`src/rtl/pgced_pkg.sv`:
```
package pgced_pkg;
  localparam int DW_DEF = 8;
  localparam int NG_DEF = 3;
  // output k -> group k mod 3, 2-bit field per output
  localparam logic [15:0] GMAP_DEF = 16'h4924;
endpackage

```
`src/rtl/pgced_func.sv`:
```
module pgced_func #(
  parameter int DW = 8
) (
  input  logic [DW-1:0] x_i,
  output logic [DW-1:0] y_o
);
  localparam int HALF = DW / 2;

  logic [DW-1:0] t;

  // t[j] feeds only y[j] and y[j+1]; these lie in different groups
  for (genvar j = 0; j < DW; j++) begin : g_term
    assign t[j] = x_i[j] & x_i[(j + 1) % DW];
  end

  for (genvar k = 0; k < DW; k++) begin : g_out
    assign y_o[k] = x_i[(k + HALF) % DW] ^ t[k] ^ t[(k + DW - 1) % DW];
  end
endmodule

```
`src/rtl/pgced_pred.sv`:
```
module pgced_pred #(
  parameter int             DW   = 8,
  parameter int             NG   = 3,
  parameter int             GW   = 2,
  parameter logic [DW*GW-1:0] GMAP = 16'h4924
) (
  input  logic [DW-1:0] x_i,
  output logic [NG-1:0] p_o
);
  localparam int HALF = DW / 2;

  // parity derived from inputs, no reuse of the function's gates
  for (genvar g = 0; g < NG; g++) begin : g_grp
    always_comb begin
      p_o[g] = 1'b0;
      for (int k = 0; k < DW; k++) begin
        if (int'(GMAP[GW*k +: GW]) == g) begin
          p_o[g] = p_o[g] ^ x_i[(k + HALF) % DW]
                          ^ (x_i[k] & x_i[(k + 1) % DW])
                          ^ (x_i[(k + DW - 1) % DW] & x_i[k]);
        end
      end
    end
  end
endmodule

```
`src/rtl/pgced_chk.sv`:
```
module pgced_chk #(
  parameter int             DW   = 8,
  parameter int             NG   = 3,
  parameter int             GW   = 2,
  parameter logic [DW*GW-1:0] GMAP = 16'h4924
) (
  input  logic          clk_i,
  input  logic          rst_ni,
  input  logic [DW-1:0] y_i,
  input  logic [NG-1:0] p_i,
  input  logic          clr_i,
  output logic [DW-1:0] data_o,
  output logic [NG-1:0] sticky_o,
  output logic [NG-1:0] mis_o
);
  logic [NG-1:0] sticky_q;

  for (genvar g = 0; g < NG; g++) begin : g_fold
    logic [DW-1:0] mask;
    for (genvar k = 0; k < DW; k++) begin : g_m
      assign mask[k] = (int'(GMAP[GW*k +: GW]) == g);
    end
    assign mis_o[g] = ^(y_i & mask) ^ p_i[g];
  end

  always_ff @(posedge clk_i or negedge rst_ni) begin
    if (!rst_ni) begin
      data_o   <= '0;
      sticky_q <= '0;
    end else begin
      data_o   <= y_i;
      sticky_q <= (clr_i ? '0 : sticky_q) | mis_o;
    end
  end

  assign sticky_o = sticky_q;

  p_hold_r8: assert property (@(posedge clk_i) disable iff (!rst_ni)
    !clr_i |=> ((sticky_q & $past(sticky_q)) == $past(sticky_q)));

  p_clear_r8: assert property (@(posedge clk_i) disable iff (!rst_ni)
    (clr_i && mis_o == '0) |=> (sticky_q == '0));

  p_set_wins_r8: assert property (@(posedge clk_i) disable iff (!rst_ni)
    (clr_i && mis_o != '0) |=> (sticky_q == $past(mis_o)));
endmodule

```
`src/rtl/parity_group_ced.sv`:
```
module parity_group_ced #(
  parameter int               DW    = pgced_pkg::DW_DEF,
  parameter int               NG    = pgced_pkg::NG_DEF,
  parameter int               GW    = 2,
  parameter logic [DW*GW-1:0] GMAP  = pgced_pkg::GMAP_DEF,
  localparam int              SEL_W = $clog2(DW + NG + 1)
) (
  input  logic             clk_i,
  input  logic             rst_ni,
  input  logic [DW-1:0]    data_i,
  input  logic             inj_en_i,
  input  logic [SEL_W-1:0] inj_sel_i,
  input  logic             clr_i,
  output logic [DW-1:0]    data_o,
  output logic             err_o,
  output logic [NG-1:0]    grp_err_o
);
  logic [DW-1:0]    x_q;
  logic             inj_q;
  logic [SEL_W-1:0] sel_q;
  logic [DW-1:0]    y_raw, y_f, flip_y;
  logic [NG-1:0]    p_raw, p_f, flip_p;
  logic [NG-1:0]    sticky, mis;

  always_ff @(posedge clk_i or negedge rst_ni) begin
    if (!rst_ni) begin
      x_q   <= '0;
      inj_q <= 1'b0;
      sel_q <= '0;
    end else begin
      x_q   <= data_i;
      inj_q <= inj_en_i;
      sel_q <= inj_sel_i;
    end
  end

  pgced_func #(.DW(DW)) u_func (.x_i(x_q), .y_o(y_raw));

  pgced_pred #(.DW(DW), .NG(NG), .GW(GW), .GMAP(GMAP)) u_pred (
    .x_i(x_q), .p_o(p_raw)
  );

  // injection decode: one line per select value
  for (genvar k = 0; k < DW; k++) begin : g_fy
    assign flip_y[k] = inj_q && (sel_q == SEL_W'(k));
  end
  for (genvar g = 0; g < NG; g++) begin : g_fp
    assign flip_p[g] = inj_q && (sel_q == SEL_W'(DW + g));
  end

  assign y_f = y_raw ^ flip_y;
  assign p_f = p_raw ^ flip_p;

  pgced_chk #(.DW(DW), .NG(NG), .GW(GW), .GMAP(GMAP)) u_chk (
    .clk_i   (clk_i),
    .rst_ni  (rst_ni),
    .y_i     (y_f),
    .p_i     (p_f),
    .clr_i   (clr_i),
    .data_o  (data_o),
    .sticky_o(sticky),
    .mis_o   (mis)
  );

  assign grp_err_o = sticky;
  assign err_o     = |sticky;

  p_single_flip_r5: assert property (@(posedge clk_i) disable iff (!rst_ni)
    $onehot0({flip_y, flip_p}));

  p_no_inj_clean_r3: assert property (@(posedge clk_i) disable iff (!rst_ni)
    !inj_q |-> (mis == '0));

  p_detect_r6: assert property (@(posedge clk_i) disable iff (!rst_ni)
    (inj_q && sel_q < SEL_W'(DW + NG)) |=> err_o);

  p_fault_secure_r7: assert property (@(posedge clk_i) disable iff (!rst_ni)
    (y_f != y_raw) |=> (err_o && data_o != $past(y_raw)));
endmodule

```
`config.mk`:
```
export PLATFORM = sky130hd
export DESIGN_NAME = parity_group_ced
export DESIGN_NICKNAME = d
export VERILOG_FILES = /design/src/rtl/pgced_pkg.sv /design/src/rtl/pgced_func.sv /design/src/rtl/pgced_pred.sv /design/src/rtl/pgced_chk.sv /design/src/rtl/parity_group_ced.sv
export SDC_FILE = /design/constraint.sdc
export NUM_CORES = 1
export LEC_CHECK = 0
export ABC_AREA = 1
export BUFFER_PORTS_ARGS = -buffer_cell sky130_fd_sc_hd__buf_2
export CAP_MARGIN = 5
export CELL_PAD_IN_SITES_DETAIL_PLACEMENT = 1
export CELL_PAD_IN_SITES_GLOBAL_PLACEMENT = 1
export CORE_MARGIN = 4
export CORE_UTILIZATION = 42
export DETAILED_ROUTE_END_ITERATION = 6
export GPL_TIMING_DRIVEN = 0
export PLACE_DENSITY = 0.89
export SKIP_LAST_GASP = 1
export SLEW_MARGIN = 40
export SYNTH_ARGS = -nofsm -noshare
export SYNTH_HDL_FRONTEND = slang
export SYNTH_SLANG_ARGS = --single-unit
```
`constraint.sdc`:
```
create_clock -name clk_i -period 4.4 [get_ports clk_i]
set_input_delay 0.88 -clock clk_i [delete_from_list [all_inputs] [get_ports clk_i]]
set_output_delay 0.88 -clock clk_i [all_outputs]
set_load 0.005 [all_outputs]
```
==> results.md, run 1 <==
- Largest net degree at the start of global routing: 25
- Share of cells above drive strength 1: about 24%
- Post-Syn Instances: ~260
- Worst path cell trace: or3_1 -> buf_2
- Critical path's slowest cell: dfrtp_1
- #FFs+latches synth: 24
- CP Capture Type: output port
- Maximum vdd drop: 197 uV
- HP Start: u_chk.sticky_o[2]
- Slew HR: a little under two thirds
- # rows: 22
- Slowest stage delay, CP: approximately 400 ps
- Via count: about 1,700
- FF-to-FF End: u_chk.sticky_o[0]
- Core footprint: 3800 sq um
- # DRC: 0
- CTS Sinks: 24
- Reg clk slew, reported paths: 80 ps
- Ant. Diodes: 0
- Clk buf depth: 2
- Startpoint types: flop
- CTS tree: built
- First-pass GRT wire length: roughly 8000 um
- Number of CTS-inserted buffers: 3
- Req. time, crit path: between 3000 and 4000 ps
- Placer Congestion: about 0.84
- Synthesized Nets: ~270
- Grt total ovfl: 0
- RR Startpoint: x_q[0]
- Drt wl/cell: between 10 and 15 um
- RSZ-0062 raised after global routing: false
- Seq/Total Area, Yosys: roughly a third
- Mapped Area: 1710 sq um
- Crit path DAT: around 1200 ps
- Area Overhead vs Synth: 14.7%
- H-tree depth: 1
- Die H: between 70 and 80 um
- Worst Path Class, Setup: reg2out
- Post-CTS Hold Buffers: 0
- Yosys warns: 0
- Max FO, Critical Path: 3
- Initial antenna violation count: 0
- Ports: 28
- Clock Skew: around 2.9 ps
- Hold Path Sink: u_chk.sticky_o[2]
- Router iterations before antenna repair: 4
- Vias in the first global route: about 1,900
- Min Clock Period, post-route: a little over 2000 ps
- Crit share post-route: ~46%
- Max Slew Vio Count: 0
- HP Class: reg2reg
- Post-DRT Antenna Nets: 0
- Worst r2r path cells: 13
- Post-DP HPWL: 3680 um
- Root Buffer Master: clkbuf_8
- PortBufs: 27
- Hold Crit Depth: 2
- Postcts setup bufs: 0
- Final worst slack: about 2400 ps
- GRT Resource Usage Total: 19.5%
- Setup TNS: 0 ps
- MaxCap Viol Count: 0
- Overall routed net length: ~4500 um
- Worst-Skew Late Latency: between 200 and 300 ps
- Routed vias/inst: 5.12
- Post-place setup slack: roughly 2700 ps
- Fmax: 0.490 GHz
- Lkg Pwr: 1.10 nW
- Syn avg cell area: ~6.6 sq um
- Initial core utilization: between 40 and 50%
- Final setup violation count: 0
- Die Wd: about 70 um
- Die area: 5150 sq um
- Post-cts sizing count: 0
- Iter 0 DRT Violations: 37
- Pwr Density: roughly 300 nW/um^2
- Status: completed
- Final hold vios: 0
- Distinct cells, synth: 20
- Worst Tran Pin Value: ~550 ps
- Total Nets Final: around 310
- R2R Setup Slk: 2730 ps
[how the worst max path moves through the flow]
stage                       end         startpoint  slack [ps]  cells past startpoint
after floorplan           err_o  u_chk.sticky_o[0]        2760                      1
after global placement    err_o  u_chk.sticky_o[0]        2660                      2
after detailed placement  err_o  u_chk.sticky_o[0]        2650                      2
after CTS                 err_o  u_chk.sticky_o[0]        2350                      2
after global routing      err_o  u_chk.sticky_o[0]        2310                      2
final                     err_o  u_chk.sticky_o[0]        2360                      2
[cells by family after synthesis]
group / count (synthesis) / synth area share (%)
XOR/XNOR: 5 / 3.88
flip-flops: 24 / 35.2
AO/OA/AOI/OAI: 2 / 0.806
AND/OR/NAND/NOR: 187 / 51.0
buffers and inverters: 40 / 9.16
[report_power, final]
| group | leakage (nW) | internal [W] | switching (W) |
|---|---|---|---|
| Clock | 0.0288 | 0.0000800 | 0.0000731 |
| Sequential | 0.278 | 0.000243 | 0.0000161 |
| Combinational | 0.795 | 0.0000655 | 0.000107 |
[routing by layer]
metal | up-vias | global-route usage [%] | wire length (um)
met5 | - | 0 | 0
met4 | 0 | 5.85 | 95
met3 | 10 | 3.23 | 173
met2 | 29 | 36.1 | 2370
met1 | 824 | 22.8 | 1870
li1 | 863 | - | -
[placed cells by master (no fill, tap or decap), types with 3 or more instances in the layout]
cell type	synthesis	routed
nand2_1	89	89
nand3_1	54	54
buf_2	3	30
inv_1	30	30
dfrtp_1	24	24
nand2_2	21	21
nor2_1	13	13
inv_2	4	4
nand3_2	4	4
clkbuf_8	0	4
nand3b_1	3	3
[flip-flops by register name, indices dropped and copies added, names as in the netlist]
signal,cells
inj_q,1
x_q,8
sel_q,4
u_chk.data_o,8
u_chk.sticky_o,3
[synthesized netlist by cell type]
cell / instances / area [sq um]
buf_2: 3 / 15.0
clkinv_1: 1 / 3.75
clkinv_2: 2 / 10.0
dfrtp_1: 24 / 601
inv_1: 30 / 113
inv_2: 4 / 15.0
nand2_1: 89 / 334
nand2_2: 21 / 131
nand2_4: 1 / 11.3
nand3_1: 54 / 270
nand3_2: 4 / 40.0
nand3b_1: 3 / 22.5
nand4_1: 1 / 6.26
nor2_1: 13 / 48.8
o21ai_0: 1 / 5.00
o21ai_2: 1 / 8.76
or3_1: 1 / 6.26
xnor2_2: 2 / 32.5
xor2_1: 2 / 17.5
xor2_2: 1 / 16.3
[worst max-delay path: cells and delay by family (launching register included)]
kind,cells,cell delay [ps]
DFF,1,400
and+or+nand+nor,1,360
buffers and inverters,1,130
[through the flow]
stage               cells  power [W]  util (%)  hold WS (ps)  cell area, sq um
finish                337   0.000585      51.5           522              1960
global placement      333   0.000428      50.1           498              1900
detailed placement    333   0.000438      50.1           507              1900
floorplan             258   0.000379         -           502              1710
CTS                   337   0.000591      51.5           529              1960
global route          337   0.000627      51.5           555              1960
[cell type report]
class	count	area (sq um)
inverter	37	141
sequential	24	601
clock buffer	4	55.1
timing repair buffer	27	135
fill	523	1840
buffer	3	15.0
tap	48	60.1
multi-input combinational	194	951
Power figures use the tool's default switching activity.
==> run 2, diff against run 1 <==
--- a/config.mk
+++ b/config.mk
@@ -11,10 +11,10 @@
 export CELL_PAD_IN_SITES_DETAIL_PLACEMENT = 1
 export CELL_PAD_IN_SITES_GLOBAL_PLACEMENT = 1
 export CORE_MARGIN = 4
-export CORE_UTILIZATION = 42
+export CORE_UTILIZATION = 39
 export DETAILED_ROUTE_END_ITERATION = 6
 export GPL_TIMING_DRIVEN = 0
-export PLACE_DENSITY = 0.89
+export PLACE_DENSITY = 0.83
 export SKIP_LAST_GASP = 1
 export SLEW_MARGIN = 40
 export SYNTH_ARGS = -nofsm -noshare
==> constraint.sdc (replaced) <==
create_clock -name clk_i -period 2 [get_ports clk_i]
set_input_delay 0.4 -clock clk_i [delete_from_list [all_inputs] [get_ports clk_i]]
set_output_delay 0.4 -clock clk_i [all_outputs]
set_load 0.005 [all_outputs]
==> run 2 against run 1 <==
Net effect:
- utilization shrank 3.9 points
- critical path depth grew 8
- routed wire length shrank 7.4%
- setup slack lost 2000 ps
- register-to-register slack lost 2400 ps
- sequential share of layout area is essentially flat
- critical endpoint is now u_chk.sticky_o[0]
- combinational power grew 120%
- largest cell class unchanged
- sequential power grew 120%
- final area grew 0.13%
- non-clock buffer count is the same
==> results.md, run 2 (synthesized netlist as in run 1, its figures left out) <==
- Sw frac: 32.9% (-0.59 points)
- R2R Setup Slk: 380 ps (-2350 ps)
- Drt wl/cell: 12.3 um (-8.0%)
- Die area: 5500 sq um (+6.8%)
- CP Capture Type: flop
- Fmax: roughly 0.6 GHz
- Number of CTS-inserted buffers: 3 (unchanged)
- Final setup violation count: 0 (unchanged)
- Router iterations before antenna repair: 4 (unchanged)
- # rows: 23 (+4.5%)
- Final hold vios: 0 (unchanged)
- Core footprint: 4120 sq um (+8.3%)
- Critical path's slowest cell: dfrtp_1
- Register Area: 601 sq um (unchanged)
- Iter 0 DRT Violations: 66 (+78%)
- Postcts setup bufs: 0 (unchanged)
- Post-cts sizing count: 0 (unchanged)
- HP Class: in2async
- Lkg Pwr: 1.10 nW (unchanged)
- Vias in the first global route: 1,673 (-10%)
- Clk buf depth: 2 (unchanged)
- Post-DRT Antenna Nets: 0 (unchanged)
- Reg clk slew, reported paths: 80 ps (about the same)
- Commonest non-fill, non-tap cells in the layout: nand2_1, nand3_1, buf_2, inv_1, dfrtp_1
- Placer Congestion: 0.817 (-3.1%)
- Power share of the combinational group: 29.3% (-0.2 points)
- Slew HR: 63.9% (+0.30 points)
- Worst path cell trace: inv_1 -> nand3_1 -> nor2_1 -> nand3_1 -> nand2_2 -> nand2_1 -> nand3_2 -> nand2_1 -> nand2_1 -> nand3_1
- Startpoint types: flop
- Ports: 28 (unchanged)
- Min Clock Period, post-route: around 1600 ps
- CP delay by family, top: simple AND/OR/NAND/NOR gates
- Share of cells above drive strength 1: 24.2% (unchanged)
- Clock network fraction of design power: 26.1% (about the same)
- Post-DP HPWL: 3530 um (-4.3%)
- Max FO, Critical Path: 5 (+2)
- Initial antenna violation count: 0 (unchanged)
- Die Wd: 74.2 um (+3.4%)
- Worst Tran Pin Value: 541 ps (-4.50 ps)
- MaxCap Viol Count: 0 (unchanged)
- Switching power: 0.000420 W (+110%)
- Int Power: 0.000855 W (+120%)
- CTS Sinks: 24 (unchanged)
- Maximum vdd drop: 324 uV (+65%)
- Fin util: 47.6% (-3.9 points)
- Routed vias/inst: 4.86 (-5.0%)
- Status: completed
- Post-CTS Hold Buffers: 0 (unchanged)
- H-tree depth: 1 (unchanged)
- Worst r2r path cells: 10 (-3)
- Grt total ovfl: 0 (unchanged)
- Commonest non-fill, non-tap cell in the layout: nand2_1
- Sequential share of power: 44.7% (+0.4 points)
- Ant. Diodes: 0 (unchanged)
- Top flop regs: u_chk.data_o: 8 flops, x_q: 8 flops, sel_q: 4 flops
- Max Slew Vio Count: 0 (unchanged)
- Area Overhead vs Synth: 14.8%
- Total Nets Final: 306 (unchanged)
- Die H: 74.2 um (+3.4%)
- Filler cells: 580 (+11%)
- GRT Resource Usage Total: 17.3% (-2.2 points)
- Initial core utilization: 41.5% (-3.5 points)
- Req. time, crit path: 2160 ps (-1360 ps)
- Pwr Density: 650 nW/um^2 (+120%)
- Crit path DAT: 1780 ps (+620 ps)
- Worst Path Class, Setup: reg2reg
- Via count: 1,649 (-4.5%)
- PortBufs: 27 (unchanged)
- Slowest stage delay, CP: 400 ps (about the same)
- Worst-Skew Late Latency: 270 ps (about the same)
- Setup TNS: 0 ps (unchanged)
- First-pass GRT wire length: 7330 um (-8.7%)
- CTS tree: built
- Multi-input logic area: 951 sq um (unchanged)
- Largest net degree at the start of global routing: 25 (unchanged)
- Crit share post-route: approximately four fifths
- Clock Skew: 2.20 ps (-0.656 ps)
- Root Buffer Master: clkbuf_8
- Worst path bufs/invs: 1 (unchanged)
- # DRC: 0 (unchanged)
- RR Startpoint: sel_q[3]
- RSZ-0062 raised after global routing: false
- FF-to-FF End: u_chk.sticky_o[0]
- Overall routed net length: 4170 um (-7.4%)
[run 2: per-stage QoR]
stage	worst slack [ps]	area, sq um	cells	power [W]	hold slack, ps
after floorplan	622	1710	258	0.000834	104
after global placement	429	1910	335	0.000944	407
after detailed placement	401	1910	335	0.000958	418
after CTS	382	1960	339	0.00130	123
after global routing	136	1960	339	0.00138	148
final	377	1960	339	0.00127	106
[run 2: power groups by stage]
stage / registers [W] / logic [W] / clock network [W]
floorplan: 0.000580 / 0.000253 / 0
global route: 0.000576 / 0.000437 / 0.000362
CTS: 0.000571 / 0.000379 / 0.000348
global placement: 0.000578 / 0.000366 / 0
detailed placement: 0.000580 / 0.000378 / 0
finish: 0.000569 / 0.000373 / 0.000332
[run 2: area by class of cell]
class	count	area share [%]
clock buffers	4	2.81
multi-input cells	194	48.5
repair buffers	27	6.89
well taps	50	3.19
inverters	37	7.21
flip-flops and latches	24	30.6
plain buffers	3	0.766
[run 2: worst max-delay path by stage]
| stage | start | to | slack [ps] | depth (start not counted) |
|---|---|---|---|---|
| after CTS | sel_q[3] | u_chk.sticky_o[0] | 380 | 10 |
| after detailed placement | x_q[0] | u_chk.sticky_o[0] | 400 | 11 |
| after global placement | sel_q[3] | u_chk.sticky_o[0] | 430 | 10 |
| after global routing | sel_q[1] | u_chk.sticky_o[0] | 140 | 11 |
| final | sel_q[3] | u_chk.sticky_o[0] | 380 | 10 |
| after floorplan | x_q[6] | u_chk.sticky_o[2] | 620 | 11 |
[run 2: layer usage]
layer | routed length [um] | GRT usage (%)
met2 | 2030 | 29.8
met3 | 193 | 2.57
met5 | 0 | 0
met4 | 46 | 4.83
met1 | 1900 | 22.6
==> run 3, diff against run 2 <==
==> constraint.sdc (replaced) <==
create_clock -name clk_i -period 1.5 [get_ports clk_i]
set_input_delay 0.3 -clock clk_i [delete_from_list [all_inputs] [get_ports clk_i]]
set_output_delay 0.3 -clock clk_i [all_outputs]
set_load 0.005 [all_outputs]
==> run 3 against run 2 <==
Net effect:
- the run now ends with setup timing left
- clock power rose by 41%
- clock skew rose by 2.9 ps
- maximum frequency fell by 3.8%
- largest cell class unchanged
- critical path depth did not move
- sequential share of layout area fell by 5.5 points
- global-route usage rose by 4.3 points
- highest routed layer unchanged
- register-to-register slack got worse by 560 ps
- clock-buffer cell count did not move
- setup slack got worse by 560 ps
==> results.md, run 3 (synthesized netlist as in run 1, its figures left out) <==
- Status: complete, but fails checks
- Failing checks: setup timing
- Commonest non-fill, non-tap cell in the layout: nand2_1
- Fin Hold WS: 13.5 ps (-92.8 ps)
- MaxCap Viol Count: 0 (unchanged)
- Final hold vios: 0 (unchanged)
- HP Class: in2async
- H-tree depth: 1 (unchanged)
- Initial antenna violation count: 0 (unchanged)
- M1 GR Usage: 24.5% (+1.9 points)
- PortBufs: 27 (unchanged)
- Final setup violation count: 3 (+3)
- RSZ-0062 raised after global routing: true
- Core footprint: 4120 sq um (unchanged)
- Worst-Skew Late Latency: 280 ps (about the same)
- Filler cells: 523 (-9.8%)
- Area Overhead vs Synth: 42.1%
- Fin util: 59.0% (+11 points)
- Routed vias/inst: 5.24 (+7.8%)
- Slew HR: 60.7% (-3.2 points)
- First-pass GRT wire length: 8980 um (+22%)
- Die Wd: 74.2 um (unchanged)
- Max FO, Critical Path: 7 (+2)
- Router iterations before antenna repair: 4 (unchanged)
- # rows: 23 (unchanged)
- Worst Tran Pin Value: 589 ps (+48.0 ps)
- Placer Congestion: 0.817 (unchanged)
- # DRC: 0 (unchanged)
- Iter 0 DRT Violations: 89 (+35%)
- Ports: 28 (unchanged)
- Met2 usage: 41.2% (+11 points)
- Multi-input logic area: 1210 sq um (+28%)
- Post-Layout Cell Count: 359 (+5.9%)
- Commonest non-fill, non-tap cells in the layout: nand2_1, nand3_1, nand2_2
- Crit share post-route: 112% (+31 points)
- Fmax: 0.593 GHz (-3.8%)
- Root Buffer Master: clkbuf_8
- Vias in the first global route: 1,948 (+16%)
- Worst Path Class, Setup: reg2reg
- Largest net degree at the start of global routing: 25 (unchanged)
- Post-DP HPWL: 3530 um (unchanged)
- Ant. Diodes: 0 (unchanged)
- Reg clk slew, reported paths: 100 ps (+20 ps)
- Pwr Density: 790 nW/um^2 (+21%)
- Met3 usage: 3.51% (+0.95 points)
- GRT Resource Usage Total: 21.7% (+4.3 points)
- Die H: 74.2 um (unchanged)
- Post-DRT Antenna Nets: 0 (unchanged)
- Setup TNS: -315 ps (-315 ps)
- Final worst slack: -186 ps (-564 ps)
- Via count: 1,882 (+14%)
- Number of CTS-inserted buffers: 3 (unchanged)
- Maximum vdd drop: 428 uV (+32%)
- Grt total ovfl: 0 (unchanged)
- CP Capture Type: flop
- Drt wl/cell: 17.4 um (+41%)
- Post-place setup slack: -99.1 ps (-500 ps)
- Crit path DAT: 1850 ps (+70 ps)
- CTS Sinks: 24 (unchanged)
- Min Clock Period, post-route: 1690 ps (+63.6 ps)
- CTS tree: built
- Total Nets Final: 326 (+6.5%)
- Top flop regs: u_chk.data_o: 8 flops, x_q: 8 flops, sel_q: 4 flops
- Placed cells: 335 (unchanged)
- Clock Skew: 5.06 ps (+2.86 ps)
- Lkg Pwr: 1.26 nW (+14%)
- Max Slew Vio Count: 0 (unchanged)
- Clk buf depth: 2 (unchanged)
- Startpoint types: flop
- Register Area: 611 sq um (+1.7%)
- Most Crowded Layer GR: met2
- Overall routed net length: 6240 um (+50%)
- Die area: 5500 sq um (unchanged)
- Share of cells above drive strength 1: 49.2% (+25 points)
- Initial core utilization: 41.5% (unchanged)
- Req. time, crit path: 1670 ps (-490 ps)
[run 3: changes by cell type in the layout (fill, tap and decap cells not counted), moves of 8 or more]
cell	change
nor2_2	+9
nand3_2	+11
buf_4	+18
dfrtp_2	+8
nor2_1	-10
nand2_4	+8
dfrtp_1	-8
nand3_1	-16
nand2_2	+10
nand2_1	-19
[run 3: worst paths after layout]
check	start	to	slack, ps	cells past startpoint
max	x_q[4]	u_chk.sticky_o[0]	-190	10
min reg2reg	u_chk.sticky_o[1]	u_chk.sticky_o[1]	520	2
max in group asynchronous	rst_ni	inj_q	1060	1
max reg2reg	x_q[4]	u_chk.sticky_o[0]	-190	10
min	rst_ni	u_chk.data_o[2]	10	1
min in group clk_i	data_i[6]	x_q[6]	120	1
[run 3: layout make-up]
cell class | count | area share, %
multi-input cells | 194 | 50.1
flip-flops and latches | 24 | 25.2
repair buffers | 49 | 13.4
inverters | 37 | 6.09
well taps | 50 | 2.58
clock buffers | 4 | 2.27
plain buffers | 1 | 0.464
[run 3: report_power, final]
| group | leakage, nW | total (W) | switching [W] | internal (W) |
|---|---|---|---|---|
| combinational | 0.961 | 0.000671 | 0.000404 | 0.000268 |
| clock | 0.0288 | 0.000467 | 0.000232 | 0.000235 |
| sequential | 0.270 | 0.000777 | 0.0000609 | 0.000716 |
[run 3: critical path, stage by stage, from the launching register on]
cell     delay [ps]
dfrtp_2         500
inv_2           140
nand3_2         140
nand3_2         110
nand3_1         120
nand2_2         150
inv_2            70
nand2_1          80
nand3_2          80
nand3_2         100
nand3_1          70
[run 3: routing by layer]
metal  wire length [um]  part of all wire [%]  vias to the layer above
met2               3360                    54                       59
met1               2510                    40                      902
met4                 82                   1.3                        0
met3                287                   4.6                       11
li1                   -                     -                      910
met5                  0                     0                        -
[run 3: stage by stage]
| step | cell area [sq um] | power [W] |
|---|---|---|
| 3_5_place_dp | 1910 | 0.00128 |
| 6_report | 2430 | 0.00192 |
| 5_1_grt | 2430 | 0.00203 |
| 2_1_floorplan | 1710 | 0.00111 |
| 3_3_place_gp | 1910 | 0.00126 |
| 4_1_cts | 2290 | 0.00183 |
[run 3: repair_timing]
item                                    in CTS  in global routing
pin swaps                                   15                 17
gates resized for setup                     66                 20
hold buffers                                 0                  0
gates cloned                                 0                  0
setup buffers                               13                  9
endpoints found under the setup margin       3                  3
